### config.mk
export PLATFORM = sky130hd
export DESIGN_NAME = mdio_master
export DESIGN_NICKNAME = d
export VERILOG_FILES = /design/src/rtl/mdio_pkg.sv /design/src/rtl/mdio_clkgen.sv /design/src/rtl/mdio_engine.sv /design/src/rtl/mdio_regs.sv /design/src/rtl/mdio_master.sv
export SDC_FILE = /design/constraint.sdc
export NUM_CORES = 1
export LEC_CHECK = 0
export BUFFER_PORTS_ARGS = -buffer_cell sky130_fd_sc_hd__buf_2
export CAP_MARGIN = 20
export CELL_PAD_IN_SITES_DETAIL_PLACEMENT = 2
export CELL_PAD_IN_SITES_GLOBAL_PLACEMENT = 2
export CORE_UTILIZATION = 38
export CTS_CLUSTER_SIZE = 12
export DETAILED_ROUTE_END_ITERATION = 8
export PLACE_DENSITY_LB_ADDON = 0.2
export SYNTH_ARGS = -nofsm -noshare
export SYNTH_HDL_FRONTEND = slang
export SYNTH_SLANG_ARGS = --single-unit
### constraint.sdc
create_clock -name clk -period 4.42 [get_ports clk]
set_input_delay 0.884 -clock clk [delete_from_list [all_inputs] [get_ports clk]]
set_output_delay 0.884 -clock clk [all_outputs]
set_load 0.02 [all_outputs]
### src/rtl/mdio_pkg.sv
`timescale 1ns/1ps
package mdio_pkg;
  localparam logic [2:0] RG_CFG  = 3'd0;
  localparam logic [2:0] RG_CMD  = 3'd1;
  localparam logic [2:0] RG_ADDR = 3'd2;
  localparam logic [2:0] RG_CTRL = 3'd3;
  localparam logic [2:0] RG_STAT = 3'd4;
  localparam logic [2:0] RG_IND  = 3'd5;

  localparam int PHY_LSB  = 8;
  localparam int REGN_LSB = 0;
  localparam int FLD_W    = 5;
  localparam int DAT_W    = 16;

  typedef struct packed {
    logic             is_read;
    logic [FLD_W-1:0] phy;
    logic [FLD_W-1:0] regn;
    logic [DAT_W-1:0] wdata;
  } mdio_req_t;
endpackage

### src/rtl/mdio_clkgen.sv
`timescale 1ns/1ps
module mdio_clkgen #(
  parameter int SEL_W = 3,
  parameter int SHIFT = 1
) (
  input  logic             clk,
  input  logic             rst,
  input  logic             run,
  input  logic [SEL_W-1:0] sel,
  output logic             mdc,
  output logic             rise,
  output logic             fall
);
  localparam int CNT_W = SEL_W + SHIFT + 1;

  logic [CNT_W-1:0] cnt;
  logic [CNT_W-1:0] half_m1;
  logic             tick;

  assign half_m1 = ((CNT_W'(sel) + CNT_W'(1)) << SHIFT) - CNT_W'(1);
  assign tick    = run && (cnt == half_m1);
  assign rise    = tick && !mdc;
  assign fall    = tick && mdc;

  always_ff @(posedge clk) begin
    if (rst || !run) begin
      cnt <= '0;
      mdc <= 1'b0;
    end else if (tick) begin
      cnt <= '0;
      mdc <= !mdc;
    end else begin
      cnt <= cnt + CNT_W'(1);
    end
  end

  // the clock only toggles after a full half-period count
  a_r8_toggle_spacing: assert property (@(posedge clk) disable iff (rst)
    run && $past(run) && !$stable(mdc) |-> $past(cnt) != '0 || half_m1 == '0);
endmodule

### src/rtl/mdio_engine.sv
`timescale 1ns/1ps
module mdio_engine import mdio_pkg::*; #(
  parameter int PRE_LEN = 32
) (
  input  logic             clk,
  input  logic             rst,
  input  logic             start,
  input  mdio_req_t        req,
  input  logic             rise,
  input  logic             fall,
  input  logic             mdio_i,
  output logic             busy,
  output logic             done,
  output logic             mdio_o,
  output logic             mdio_oe,
  output logic [DAT_W-1:0] rd_data
);
  localparam int FRAME_LEN = PRE_LEN + 32;
  localparam int IDX_W     = $clog2(FRAME_LEN);
  localparam int TA_IDX    = PRE_LEN + 14;
  localparam int DAT_IDX   = PRE_LEN + 16;
  localparam logic [IDX_W-1:0] LAST = IDX_W'(FRAME_LEN - 1);

  logic [FRAME_LEN-1:0] frame;
  logic [IDX_W-1:0]     idx;
  logic [IDX_W-1:0]     nidx;
  logic                 is_rd;
  logic [DAT_W-1:0]     sh;

  assign nidx = idx + IDX_W'(1);
  assign done = busy && fall && (idx == LAST);

  always_ff @(posedge clk) begin
    if (rst) begin
      busy    <= 1'b0;
      idx     <= '0;
      frame   <= '0;
      is_rd   <= 1'b0;
      sh      <= '0;
      mdio_o  <= 1'b0;
      mdio_oe <= 1'b0;
      rd_data <= '0;
    end else if (!busy) begin
      if (start) begin
        busy    <= 1'b1;
        idx     <= '0;
        is_rd   <= req.is_read;
        sh      <= '0;
        frame   <= {{PRE_LEN{1'b1}}, 2'b01,
                    (req.is_read ? 2'b10 : 2'b01),
                    req.phy, req.regn,
                    (req.is_read ? 2'b00 : 2'b10),
                    (req.is_read ? {DAT_W{1'b0}} : req.wdata)};
        mdio_o  <= 1'b1;
        mdio_oe <= 1'b1;
      end
    end else begin
      if (rise && is_rd && (int'(idx) >= DAT_IDX))
        sh <= {sh[DAT_W-2:0], mdio_i};
      if (fall) begin
        if (idx == LAST) begin
          busy    <= 1'b0;
          mdio_o  <= 1'b0;
          mdio_oe <= 1'b0;
          if (is_rd) rd_data <= sh;
        end else begin
          idx     <= nidx;
          mdio_o  <= frame[LAST - nidx];
          mdio_oe <= !is_rd || (int'(nidx) < TA_IDX);
        end
      end
    end
  end

  // the data line stays released through turnaround and data of a read
  a_r5_read_release: assert property (@(posedge clk) disable iff (rst)
    busy && is_rd && $past(busy) && (int'(idx) >= TA_IDX) |-> !mdio_oe);
  // a write frame keeps driving the line for its whole length
  a_r4_write_drive: assert property (@(posedge clk) disable iff (rst)
    busy && !is_rd |-> mdio_oe);
endmodule

### src/rtl/mdio_regs.sv
`timescale 1ns/1ps
module mdio_regs import mdio_pkg::*; #(
  parameter int BUS_W = 32,
  parameter int SEL_W = 3
) (
  input  logic             clk,
  input  logic             rst,
  input  logic             wr,
  input  logic [2:0]       addr,
  input  logic [BUS_W-1:0] wdata,
  input  logic             busy,
  input  logic             done,
  input  logic [DAT_W-1:0] rd_data,
  output logic [BUS_W-1:0] rdata,
  output logic             start,
  output mdio_req_t        req,
  output logic             mgmt_rst,
  output logic [SEL_W-1:0] div_sel
);
  localparam int RST_BIT = BUS_W - 1;

  logic [1:0]       cmd_q;
  logic [FLD_W-1:0] phy_q;
  logic [FLD_W-1:0] regn_q;
  logic [DAT_W-1:0] ctrl_q;
  logic             nv_q;
  logic             start_rd;
  logic             start_wr;
  logic             open_wr;
  logic [BUS_W-1:0] rd_nxt;

  assign open_wr  = wr && !busy;
  assign start_rd = open_wr && !mgmt_rst && (addr == RG_CMD) && !cmd_q[0] && wdata[0];
  assign start_wr = open_wr && !mgmt_rst && (addr == RG_CTRL);
  assign start    = start_rd || start_wr;

  always_comb begin
    req.is_read = start_rd;
    req.phy     = phy_q;
    req.regn    = regn_q;
    req.wdata   = wdata[DAT_W-1:0];
  end

  always_ff @(posedge clk) begin
    if (rst) begin
      mgmt_rst <= 1'b0;
      div_sel  <= '0;
      cmd_q    <= '0;
      phy_q    <= '0;
      regn_q   <= '0;
      ctrl_q   <= '0;
    end else begin
      if (wr && addr == RG_CFG) begin
        mgmt_rst <= wdata[RST_BIT];
        div_sel  <= wdata[SEL_W-1:0];
      end
      if (open_wr && addr == RG_CMD)  cmd_q <= wdata[1:0];
      if (open_wr && addr == RG_ADDR) begin
        phy_q  <= wdata[PHY_LSB +: FLD_W];
        regn_q <= wdata[REGN_LSB +: FLD_W];
      end
      if (open_wr && addr == RG_CTRL) ctrl_q <= wdata[DAT_W-1:0];
    end
  end

  always_ff @(posedge clk) begin
    if (rst || mgmt_rst) nv_q <= 1'b0;
    else if (start_rd)   nv_q <= 1'b1;
    else if (done)       nv_q <= 1'b0;
  end

  always_comb begin
    rd_nxt = '0;
    case (addr)
      RG_CFG: begin
        rd_nxt[RST_BIT]     = mgmt_rst;
        rd_nxt[SEL_W-1:0]   = div_sel;
      end
      RG_CMD:  rd_nxt[1:0] = cmd_q;
      RG_ADDR: begin
        rd_nxt[PHY_LSB +: FLD_W]  = phy_q;
        rd_nxt[REGN_LSB +: FLD_W] = regn_q;
      end
      RG_CTRL: rd_nxt[DAT_W-1:0] = ctrl_q;
      RG_STAT: rd_nxt[DAT_W-1:0] = rd_data;
      RG_IND:  rd_nxt[2:0] = {nv_q, cmd_q[1], busy};
      default: rd_nxt = '0;
    endcase
  end

  always_ff @(posedge clk) begin
    if (rst) rdata <= '0;
    else     rdata <= rd_nxt;
  end

  // not-valid is only ever raised inside a running transaction
  a_r6_nv_within_busy: assert property (@(posedge clk) disable iff (rst)
    nv_q |-> busy);
  // address writes during busy leave the stored fields alone
  a_r9_addr_hold: assert property (@(posedge clk) disable iff (rst)
    busy && wr && addr == RG_ADDR |=> $stable(phy_q) && $stable(regn_q));
  // re-writing a set read bit never launches a transaction
  a_r3_no_relaunch: assert property (@(posedge clk) disable iff (rst)
    wr && addr == RG_CMD && cmd_q[0] && !busy |=> !$rose(busy));
endmodule

### src/rtl/mdio_master.sv
`timescale 1ns/1ps
module mdio_master import mdio_pkg::*; #(
  parameter int BUS_W   = 32,
  parameter int SEL_W   = 3,
  parameter int SHIFT   = 1,
  parameter int PRE_LEN = 32
) (
  input  logic             clk,
  input  logic             rst,
  input  logic             reg_wr,
  input  logic [2:0]       reg_addr,
  input  logic [BUS_W-1:0] reg_wdata,
  output logic [BUS_W-1:0] reg_rdata,
  output logic             mdc,
  output logic             mdio_o,
  output logic             mdio_oe,
  input  logic             mdio_i
);
  logic             start;
  mdio_req_t        req;
  logic             mgmt_rst;
  logic [SEL_W-1:0] div_sel;
  logic             busy;
  logic             done;
  logic [DAT_W-1:0] rd_data;
  logic             eng_rst;
  logic             rise;
  logic             fall;

  assign eng_rst = rst || mgmt_rst;

  mdio_regs #(.BUS_W(BUS_W), .SEL_W(SEL_W)) u_regs (
    .clk(clk), .rst(rst), .wr(reg_wr), .addr(reg_addr), .wdata(reg_wdata),
    .busy(busy), .done(done), .rd_data(rd_data), .rdata(reg_rdata),
    .start(start), .req(req), .mgmt_rst(mgmt_rst), .div_sel(div_sel)
  );

  mdio_clkgen #(.SEL_W(SEL_W), .SHIFT(SHIFT)) u_clk (
    .clk(clk), .rst(eng_rst), .run(busy), .sel(div_sel),
    .mdc(mdc), .rise(rise), .fall(fall)
  );

  mdio_engine #(.PRE_LEN(PRE_LEN)) u_eng (
    .clk(clk), .rst(eng_rst), .start(start), .req(req), .rise(rise),
    .fall(fall), .mdio_i(mdio_i), .busy(busy), .done(done),
    .mdio_o(mdio_o), .mdio_oe(mdio_oe), .rd_data(rd_data)
  );

  // the clock rests low outside a transaction
  a_r7_mdc_idle: assert property (@(posedge clk) disable iff (rst)
    !busy |-> !mdc);
  // data out only moves together with a falling clock
  a_r7_out_on_fall: assert property (@(posedge clk) disable iff (rst)
    busy && $past(busy) && !$stable(mdio_o) |-> $fell(mdc));
  // the management reset clears busy by the following cycle
  a_r10_abort: assert property (@(posedge clk) disable iff (rst)
    mgmt_rst |=> !busy);
  // a transaction only begins after a command or control-data write
  a_r4_start_cause: assert property (@(posedge clk) disable iff (rst)
    $rose(busy) |-> $past(reg_wr) && ($past(reg_addr) == RG_CMD || $past(reg_addr) == RG_CTRL));
endmodule

# Word-level counts from Yosys, hierarchy flattened
# Cells that the tools add are included.
[op_classes] add_sub_neg=5 n_lt_le_gt_ge=3 n_eq_ne=10 n_mux=31 n_bitwise=2 reduce_logical=36
[op_table] operator="$mux 16" n=4
[op_table] operator="$mux 6" n=4
[op_table] operator="$logic_and 1x1->1" n=17
[op_table] operator="$pmux 5 s3" n=1
[op_table] operator="$mux 1" n=14
[op_table] operator="$pmux 2 s6" n=1
[op_table] operator="$pmux 3 s2" n=2
[op_table] operator="$lt 6x7->1 const B" n=1
[op_table] operator="$add 6x1->6 const B" n=1
[op_table] operator="$bmux 1 s6" n=1
[op_table] operator="$eq 3x2->1 const B" n=2
[op_table] operator="$eq 3x3->1 const B" n=2
[op_table] operator="$eq 6x6->1 const B" n=1
[op_table] operator="$ge 6x6->1 const B" n=1
[op_table] operator="$lt 6x6->1 const B" n=1
[op_table] operator="$pmux 2 s3" n=1
[op_table] operator="$reduce_and 2->1" n=3
[op_table] operator="$sub 6x6->6 const A" n=1
[op_table] operator="$add 5x1->5 const B" n=1
[op_table] operator="$eq 5x5->1" n=1
[op_table] operator="$logic_not 1->1" n=5
[op_table] operator="$pmux 1 s5" n=1
[op_table] operator="$sub 5x1->5 const B" n=1
[op_table] operator="$add 3x1->4 const B" n=1
[op_table] operator="other kinds (11)" n=19
[word_totals] register_bits=144 in_bits=39 out_inout_bits=35 wordCells=107

# Longest topological paths before layout
# Gate-level depths: netlist (run 1).
[depth] ltp_word=9 mapped_depth=10 ltp_nobuf=7

# By module
# From an unflattened synthesis (run 1), not the netlist that was laid out.
[hier_totals] cells_unflattened=709 area_unflattened_um2=5977.0
[modules_own_cells] module="mdio_engine" n_inst=1 cells_per_inst=375 area_per_inst_um2=3057.9 seq_area_each_um2=1401.3
[modules_own_cells] module="mdio_regs" n_inst=1 cells_per_inst=275 area_per_inst_um2=2389.8 seq_area_each_um2=1001.0
[modules_own_cells] module="mdio_clkgen" n_inst=1 cells_per_inst=58 area_per_inst_um2=523.0 seq_area_each_um2=120.1
[modules_own_cells] module="mdio_master" n_inst=1 cells_per_inst=1 area_per_inst_um2=6.3 seq_area_each_um2=0.0

# Worst setup path before layout (run 1)
# Ideal clock, no wire load.
[synth_path] kind="input -> register" startpoint="input reg_addr[2]" endpoint="register u_eng.frame[19]" setup_time_ns=0.135 arrival_time_ns=2.192 required_ns=4.285 path_slack_ns=2.093 cell_stages=10 n_path_buf=5 cell_sequence="buf_2 nand2b_1 buf_4 nor4_2 buf_4 nor2_2 buf_4 buf_4 nand2_1 a21oi_1"
[synth_via] elab_chain_cells=6 elab_cells_between_ends=8 classes_between="eq/ne: 2; reduce/logical: 6"
[synth_rtl] element="from (decl)" line_no="mdio_master.sv:11" text="input logic [2:0] reg_addr,"
[synth_rtl] element="$eq 3x1->1" line_no="mdio_regs.sv:33" text="assign start_rd = open_wr && !mgmt_rst && (addr == RG_CMD) && !cmd_q[0] && wdata[0];"
[synth_rtl] element="$logic_and 1x1->1 (3 in a row)" line_no="mdio_regs.sv:33"
[synth_rtl] element="$logic_or 1x1->1 *" line_no="mdio_regs.sv:35" text="assign start = start_rd || start_wr;"
[synth_rtl] element="$reduce_and 2->1 (no line) *"
[synth_rtl] element="to (signal assigned)" line_no="mdio_engine.sv:49" text="frame <= {{PRE_LEN{1'b1}}, 2'b01,"
[synth_rtl] element="to (decl)" line_no="mdio_engine.sv:24" text="logic [FRAME_LEN-1:0] frame;"
# Every way passes the cells marked *; elsewhere a longest branch is shown, timed or not.
# A chain may end at the register's enable or synchronous reset.

# Worst setup path after layout (run 1)
[layout_path] startpoint="register u_eng.idx[0]" endpoint="register u_eng.rd_data[3]"
[layout_via] elab_chain_cells=2
[layout_rtl] element="from (decl)" line_no="mdio_engine.sv:25" text="logic [IDX_W-1:0] idx;"
[layout_rtl] element="from (signal assigned)" line_no="mdio_engine.sv:67" text="idx <= nidx;"
[layout_rtl] element="$eq 6x6->1" line_no="mdio_engine.sv:61" text="if (idx == LAST) begin"
[layout_rtl] element="$reduce_and 4->1 (no line)"
[layout_rtl] element="to (signal assigned)" line_no="mdio_engine.sv:65" text="if (is_rd) rd_data <= sh;"
[layout_rtl] element="to (decl)" line_no="mdio_engine.sv:16" text="output logic [DAT_W-1:0] rd_data"
# Every way passes these cells.

==> results of run 1 <==
[layer usage]
layer	global-route usage	vias to the layer above
met4	0.0755	0
li1	-	2160
met5	0	-
met1	0.282	2317
met3	0.0511	12
met2	0.403	73
[registers in the layout (all words and copies together) (netlist names), 5 cells and up]
signal and flops:
u_eng.frame 29, u_regs.rdata 17, u_eng.rd_data 16, u_eng.sh 16, u_regs.ctrl_q 16, u_eng.idx 6, u_clk.cnt 5, u_regs.phy_q 5
u_regs.regn_q 5
[layout make-up]
| type | count | area [µm²] | share of cell area |
|---|---|---|---|
| repair buffers | 48 | 250 | 0.0399 |
| clock inverters | 7 | 62.6 | 0.00998 |
| well taps | 180 | 225 | 0.0359 |
| clock buffers | 24 | 482 | 0.0768 |
| inverters | 5 | 18.8 | 0.00299 |
| multi-input cells | 443 | 2710 | 0.432 |
| flip-flops and latches | 126 | 2520 | 0.402 |
[final timing paths]
kind | start | to | slack (ns) | cells after the start
max | u_eng.idx[0]$_SDFFE_PP0P_ | u_eng.rd_data[3]$_SDFFE_PP0P_ | 1.54 | 6
min | u_eng.frame[27]$_SDFFE_PP0P_ | u_eng.frame[27]$_SDFFE_PP0P_ | 0.46 | 2
max reg2reg | u_eng.idx[0]$_SDFFE_PP0P_ | u_eng.rd_data[3]$_SDFFE_PP0P_ | 1.54 | 6
min reg2reg | u_eng.frame[27]$_SDFFE_PP0P_ | u_eng.frame[27]$_SDFFE_PP0P_ | 0.46 | 2
[worst max-delay path: stages, from the launching register on]
cell,delay [ns]
dfxtp_1,0.85
ha_1,0.43
nand3_1,0.23
nor4_1,0.37
and4_4,0.53
mux2i_1,0.26
nor2_1,0.05
[report_power, final]
group          switching, µW  internal (µW)
Clock                    496            809
Combinational           95.6           36.8
Sequential              12.2           1150
Total                    604           2000
[cell usage after synthesis (5+ instances only)]
master      n
dfxtp_1   126
nor2_1     87
nand2_1    67
a21oi_1    61
nand3_1    45
mux2i_1    44
clkbuf_1   23
buf_4      22
a22oi_1    21
buf_2      11
nor3_1      8
o21ai_0     7
mux4_2      6
o211ai_1    6
xnor2_1     6
xor2_1      6
nand2b_1    5
or3_1       5
[kinds of logic after synthesis]
kind of cell             synth area share
multiplexers                        0.109
AND/OR/NAND/NOR                     0.214
adder cells (fa/ha/maj)           0.00906
XOR/XNOR                           0.0240
buffers and inverters              0.0657
flip-flops                          0.456
AO/OA/AOI/OAI                       0.121
other                            0.000679
[metrics by stage]
stage	total power [µW]	cell area [µm²]
after floorplan	1280	5580
after global placement	1310	5720
after detailed placement	1320	5720
after CTS	2630	6260
final	2600	6270
after global routing	2690	6270
==> results_dict.tcl, run 1 <==
set metrics [dict create \
    synth_area_um2 5530 \
    place_ws_ns 1.27 \
    dp.cells 801 \
    tns_ns 0 \
    drv_cap 0 \
    grt_max_degree 70 \
    drive_above_1_share 0.149 \
    setup_ws_ns 1.54 \
    diodes 0 \
    setup_viol 0 \
    syn_avg_cell_area_um2 8.90 \
    synth.top_cells.by_area "dfxtp_1 46%, mux2i_1 8.0%, nor2_1 5.9%" \
    synth_warnings 0 \
    synth_cells 621 \
    first_pass_iters 5 \
    die_area_um2 15000 \
    crit_arrival_ns 3.16 \
    grt_pass1_wl_mm 26.1 \
    dieWidth_um 123 \
    layout_commonest_cell "dfxtp_1" \
    holdBufCountCts 0 \
    rows 43 \
    min_period_over_period 0.652 \
    ys_types 58 \
    maxSlewHeadroom 0.347 \
    power_density_nw_per_um2 415 \
    final.setup_skew_ns 0.0147 \
    worstMarginPinSlew_ns 0.980 \
    path_class "flop to flop" \
    drc 0 \
    rsz0062_at_grt "no" \
    holdWs_ns 0.456 \
    worstSetupStartpointType "flop" \
    wl_met2_mm 8.22 \
    synthDominantCellAreaShare 0.456 \
    dr_total_vias 4562 \
    ant_nets 0 \
    clockBufferDepth 2 \
    wl_met3_um 457 \
    path_max_fanout 17 \
    grt_pass1_vias 4871 \
    cts_buffers 17 \
    cts_sinks 126 \
    wl_per_cell_um 19.4 \
    irDropWorstVdd_v 0.000246 \
    synthFlopType "dfxtp_1" \
    synth_top_cell_by_area "dfxtp_1" \
    cts_root_buf "clkbuf_16" \
    cts.repair.resized 0 \
    die-height_um 123 \
    layout_common_cells "126 x dfxtp_1, 87 x nor2_1, 67 x nand2_1, 61 x a21oi_1, 45 x nand3_1" \
    cp-end-kind "flop" \
    slew_violations 0 \
    fmax_ghz 0.347 \
    gp_congestion 0.730 \
    synth_edf_count 0 \
    postLayoutCoreUtil 0.446 \
    final.min_clock_period_ns 2.88 \
    avgViaCountPerCell 5.48 \
    final_cells 833 \
    antenna_found_initial 0 \
    fill_cells 1526 \
    top_layer "met4" \
    areaGrowthSynthToFinish_pct 13.4 \
    io_buffers 43 \
    status "completed" \
    wirelength_met1_mm 7.27 \
    fin_nets 684 \
    ios 74 \
    clk_pin_slew_ns 0.05 \
    leakagePower_uw 0.00230 \
    yosysSeqAreaShare 0.456 \
    postCtsSetupRepairBufs 0 \
    min_path_type "flop to flop" \
    dpl.hpwl_mm 10.6 \
    core_area_um2 14000 \
    synth_seq_cells 126 \
    h-tree-depth 4 \
    grt_overflow 0 \
    clock_latency_ns 0.42 \
    tritoncts "yes" \
    grt_use_total 0.232 \
    drtIter0Drc 231 \
    initial_core_util 0.394 \
    crit_required_ns 4.69 \
    drt_wl_total_mm 16.1 \
    hold_viol 0 \
    async_reset_ff_frac 0 \
]
(Power assumes the default switching activity.)
==> inputs of run 2 (changes only) <==
- CORE_UTILIZATION: 38 -> 35
- clock period: 4.42 -> 2.98 ns (I/O delays scaled with it)
==> results_dict.tcl, run 2 (synthesis results as in run 1) <==
set metrics [dict create \
    fin_nets 693 \
    path_max_fanout 14 \
    design_area_um2 6530 \
    drtIter0Drc 195 \
    io_buffers 43 \
    die-height_um 128 \
    ant_nets 0 \
    power_density_nw_per_um2 661 \
    grt_pass1_vias 5077 \
    place_area_um2 5860 \
    crit_arrival_ns 3.04 \
    diodes 0 \
    cp-end-kind "flop" \
    setup_viol 0 \
    avgViaCountPerCell 5.26 \
    maxSlewHeadroom 0.501 \
    tns_ns 0 \
    leakagePower_uw 0.00241 \
    hold_start "reg_wdata[31]" \
    grt_max_degree 56 \
    clk_pin_slew_ns 0.06 \
    hold_viol 0 \
    multi_input_area_um2 2710 \
    seq_area_um2 2520 \
    fill_cells 1696 \
    crit_path_max_incr_delay_ns 0.53 \
    clock_latency_ns 0.43 \
    final.setup_skew_ns 0.00615 \
    grt_overflow 0 \
    wl_per_cell_um 18.7 \
    h-tree-depth 4 \
    ios 74 \
    initial_core_util 0.361 \
    min_period_over_period 0.901 \
    cpMostUsedCell "xnor2_1" \
    layout_commonest_cell "dfxtp_1" \
    cts_buffers 17 \
    areaGrowthSynthToFinish_pct 18.2 \
    holdBufCountCts 0 \
    drive_above_1_share 0.164 \
    first_pass_iters 4 \
    irDropWorstVdd_v 0.000421 \
    critPathSlowestCell "or3_1" \
    path_buf_inv 0 \
    worstSetupStartpointType "flop" \
    critPathLaunch "u_regs.div_sel[0]$_SDFFE_PP0P_" \
    min_path_type "primary input to flop" \
    final.min_clock_period_ns 2.69 \
    cts.repair.resized 0 \
    worstMarginPinSlew_ns 0.746 \
    crit_required_ns 3.33 \
    clockBufferDepth 2 \
    postCtsSetupRepairBufs 0 \
    dieWidth_um 128 \
    largest_reg_flops 29 \
    dr_total_vias 4594 \
    rsz0062_at_grt "no" \
    worstPathCellList "ha_1, xnor2_1, xnor2_1, nor4_4, nand3_1, or3_1, a21oi_1" \
    cts_root_buf "clkbuf_16" \
    status "completed" \
    layout_common_cells "126 x dfxtp_1, 87 x nor2_1, 67 x nand2_1, 61 x a21oi_1, 45 x nand3_1" \
    grt_use_total 0.216 \
    tritoncts "yes" \
    dpl.hpwl_mm 11.3 \
    drv_cap 0 \
    reg_top3 "u_eng.frame: 29 flops, u_regs.rdata: 17 flops" \
    timing.rr.start "u_regs.div_sel[0]$_SDFFE_PP0P_" \
    die_area_um2 16300 \
    top_register "u_eng.frame" \
    slew_violations 0 \
    antenna_found_initial 0 \
    drc 0 \
    path_class "flop to flop" \
    postLayoutCoreUtil 0.426 \
    fmax_ghz 0.372 \
    critical-path-top-delay-family "simple AND/OR/NAND/NOR gates" \
    core_area_um2 15300 \
    gp_congestion 0.803 \
    rows 45 \
    cts_sinks 126 \
    drt_wl_total_mm 16.4 \
    grt_pass1_wl_mm 26.8 \
]
-- run 2: cell types whose count changed in the layout (fill, tap and decap cells not counted), sizes merged --
cell,before,now
clkbuf,24,21
buf,48,57
bufinv,1,6
clkinv,5,4
-- run 2: layer usage --
layer | global-route usage | routed length [µm]
met1 | 0.259 | 7260
met2 | 0.377 | 8270
met3 | 0.0413 | 475
met4 | 0.0941 | 359
met5 | 0 | 0
-- run 2: worst min-delay path: cells and delay by family --
family,cells,cell delay (ns)
AO/OA/AOI/OAI,1,0.05
buffers and inverters,1,0.08
AND/OR/NAND/NOR,1,0.07
-- run 2: metrics by stage --
step	worst slack (ns)	hold slack [ns]	cells	power, µW
floorplan	0.858	0.427	635	1900
global placement	0.180	0.440	841	1960
detailed placement	0.367	0.451	842	1970
CTS	0.282	0.389	874	4360
global route	0.168	0.420	874	4440
finish	0.294	0.404	874	4310
-- run 2: worst paths after layout --
| check | to | slack (ns) | depth (start not counted) |
|---|---|---|---|
| setup / recovery | u_eng.idx[0]$_SDFFE_PP0P_ | 0.29 | 7 |
| hold / removal | u_regs.mgmt_rst$_SDFFE_PP0P_ | 0.40 | 3 |
| setup reg to reg | u_eng.idx[0]$_SDFFE_PP0P_ | 0.29 | 7 |
| hold reg to reg | u_eng.frame[23]$_SDFFE_PP0P_ | 0.46 | 2 |
-- run 2: report_power, final --
group,switching [µW],total (µW),leakage (µW),internal (µW)
registers,17.3,1720,0.00102,1710
logic,146,210,0.00107,64.1
clock network,772,2380,0.000327,1610
total,935,4310,0.00241,3380
-- run 2: cell type report --
cell class,count,area share
tap,211,0.0404
multi-input combinational,443,0.415
clock inverter,11,0.0324
timing repair buffer,57,0.0529
inverter,5,0.00287
sequential,126,0.386
clock buffer,21,0.0705
==> inputs of run 3 (changes only) <==
- ABC_AREA: default -> 1
- CORE_UTILIZATION: 35 -> 32
==> results_dict.tcl, run 3 <==
set metrics [dict create \
    fmax_ghz 0.423 \
    layout_common_cells "181 x nand2_1, 126 x dfxtp_1, 85 x nand3_1, 81 x inv_1, 79 x a21oi_1" \
    drc 0 \
    crit_required_ns 3.27 \
    dp.cells 1007 \
    cp-end-kind "flop" \
    p_seq_frac 0.414 \
    io_buffers 43 \
    dieWidth_um 134 \
    worstSetupStartpointType "flop" \
    top_register "u_eng.frame" \
    h-tree-depth 4 \
    setup_ws_ns 0.613 \
    diodes 0 \
    reg2reg_depth 11 \
    avgViaCountPerCell 4.93 \
    p_comb_frac 0.052 \
    leakagePower_uw 0.00260 \
    timing.rr.start "u_regs.div_sel[0]$_SDFFE_PP0P_" \
    r2r_setup_slack_ns 0.61 \
    grt_overflow 0 \
    power_density_nw_per_um2 640 \
    tns_ns 0 \
    fin_nets 849 \
    postCtsSetupRepairBufs 0 \
    largest_reg_flops 29 \
    min_path_type "primary input to flop" \
    first_pass_iters 4 \
    synth_cells 770 \
    clk_pin_slew_ns 0.06 \
    rows 47 \
    hold_viol 0 \
    grt_use_total 0.210 \
    slew_violations 0 \
    dr_total_vias 5115 \
    synth_area_um2 5580 \
    path_max_fanout 18 \
    cts_sinks 126 \
    synth_warnings 0 \
    p_sw_frac 0.224 \
    die-height_um 134 \
    cts_root_buf "clkbuf_16" \
    async_reset_ff_frac 0 \
    synth.top_cells.by_area "dfxtp_1 45%, nand2_1 12%, nand3_1 7.6%" \
    min_path_cells 3 \
    layout_commonest_cell "nand2_1" \
    reg_top3 "u_eng.frame: 29 flops, u_regs.rdata: 17 flops" \
    p_sw_uw 939 \
    cts.repair.resized 0 \
    drive_above_1_share 0.132 \
    clockBufferDepth 2 \
    place_ws_ns 0.298 \
    grt_max_degree 50 \
    fill_cells 2002 \
    initial_core_util 0.332 \
    die_area_um2 18000 \
    grt_pass1_vias 5505 \
    clock_latency_ns 0.42 \
    final.setup_skew_ns 0.00745 \
    syn_avg_cell_area_um2 7.24 \
    maxSlewHeadroom 0.451 \
    antenna_found_initial 0 \
    gp_congestion 0.796 \
    synthFlopType "dfxtp_1" \
    status "completed" \
    core_area_um2 16800 \
    tritoncts "yes" \
    worstMarginPinSlew_ns 0.823 \
    dpl.hpwl_mm 12.5 \
    setup_viol 0 \
    place_area_um2 5900 \
    wl_per_cell_um 17.0 \
    drv_cap 0 \
    final_cells 1038 \
    drt_wl_total_mm 17.6 \
    crit_arrival_ns 2.65 \
    path_class "flop to flop" \
    postLayoutCoreUtil 0.389 \
    synth_edf_count 0 \
    ant_nets 0 \
    areaGrowthSynthToFinish_pct 17.3 \
    holdBufCountCts 0 \
    rsz0062_at_grt "no" \
    min_period_over_period 0.794 \
    rr_endpoint "u_eng.sh[10]$_SDFFE_PP0P_" \
    ios 74 \
    p_int_uw 3250 \
    grt_pass1_wl_mm 29.2 \
    cts_buffers 17 \
    yosysMostFrequentCell "nand2_1" \
    final.min_clock_period_ns 2.37 \
    ys_types 39 \
    min_to "u_eng.sh[0]$_SDFFE_PP0P_" \
    yosysSeqAreaShare 0.452 \
    clock_power_share 0.534 \
    synth_top_cell_by_area "dfxtp_1" \
    synthDominantCellAreaShare 0.452 \
    drtIter0Drc 181 \
    hold_start "mdio_i" \
    synth_seq_cells 126 \
    ys_top_cells_by_count "181 x nand2_1, 126 x dfxtp_1, 85 x nand3_1" \
    irDropWorstVdd_v 0.000407 \
    design_area_um2 6540 \
]
==> run 3: cell count changes after synthesis, moves of 12 or more <==
cell / change
nand2_1: +114
inv_1: +77
mux2i_1: -44
nand3_1: +40
a22oi_1: -21
a21oi_1: +18
a211oi_1: +13
nor2_1: -12
==> run 3: final cells by class <==
cell class | count | area, µm² | area share
flip-flops and latches | 126 | 2520 | 0.386
multi-input cells | 521 | 2490 | 0.381
clock buffers | 21 | 480 | 0.0734
inverters | 89 | 335 | 0.0513
repair buffers | 51 | 275 | 0.0421
well taps | 220 | 275 | 0.0421
clock inverters | 10 | 160 | 0.0245
==> run 3: power groups by stage <==
stage / logic [µW] / clock network, µW / registers (µW)
finish: 218 / 2240 / 1730
global placement: 208 / 0 / 1770
global route: 242 / 2380 / 1740
floorplan: 152 / 0 / 1770
CTS: 220 / 2290 / 1730
detailed placement: 218 / 0 / 1770
==> run 3: how the worst max path moves through the flow <==
| stage | from | endpoint | slack, ns | depth (start not counted) |
|---|---|---|---|---|
| after floorplan | u_regs.div_sel[0]$_SDFFE_PP0P_ | u_eng.sh[0]$_SDFFE_PP0P_ | 1.15 | 12 |
| after global placement | reg_addr[1] | u_eng.frame[0]$_SDFFE_PP0P_ | 0.39 | 9 |
| after detailed placement | reg_addr[1] | u_eng.idx[4]$_SDFFE_PP0P_ | 0.30 | 10 |
| after CTS | u_regs.div_sel[0]$_SDFFE_PP0P_ | u_eng.sh[10]$_SDFFE_PP0P_ | 0.60 | 11 |
| after global routing | u_eng.busy$_SDFF_PP0_ | u_eng.idx[3]$_SDFFE_PP0P_ | 0.33 | 10 |
| final | u_regs.div_sel[0]$_SDFFE_PP0P_ | u_eng.sh[10]$_SDFFE_PP0P_ | 0.61 | 11 |
==> run 3: cell families after synthesis <==
kind of cell               share of synthesized area
and+or+nand+nor                                0.292
buffers and inverters                          0.110
AOI/OAI and AO/OA                              0.129
DFF                                            0.452
xor gates and xnor gates                     0.00785
adders and majority gates                    0.00897
other                                       0.000672
==> run 3: critical path, cell delays in order, from the launching register on <==
cell and delay, ns:
dfxtp_1 0.46, ha_1 0.29, inv_1 0.06, nand2_1 0.08, a21oi_1 0.13, nand3_1 0.09
nand2_1 0.16, nand2_2 0.11, nor2_4 0.39, nand2_4 0.23, nand3_1 0.15, a21oi_1 0.07
==> run 3: per-stage QoR <==
stage | hold WS (ns) | total power [µW]
after floorplan | 0.429 | 1920
after global placement | 0.449 | 1980
after detailed placement | 0.460 | 1990
after CTS | 0.432 | 4250
after global routing | 0.449 | 4360
final | 0.450 | 4190
==> run 3: per-layer routing <==
| metal | wire, µm | GRT usage | share of wire | vias up |
|---|---|---|---|---|
| li1 | - | - | - | 2519 |
| met1 | 7920 | 0.257 | 0.45 | 2525 |
| met2 | 9040 | 0.372 | 0.51 | 54 |
| met3 | 456 | 0.0351 | 0.026 | 17 |
| met4 | 223 | 0.0712 | 0.013 | 0 |
| met5 | 0 | 0 | 0 | - |
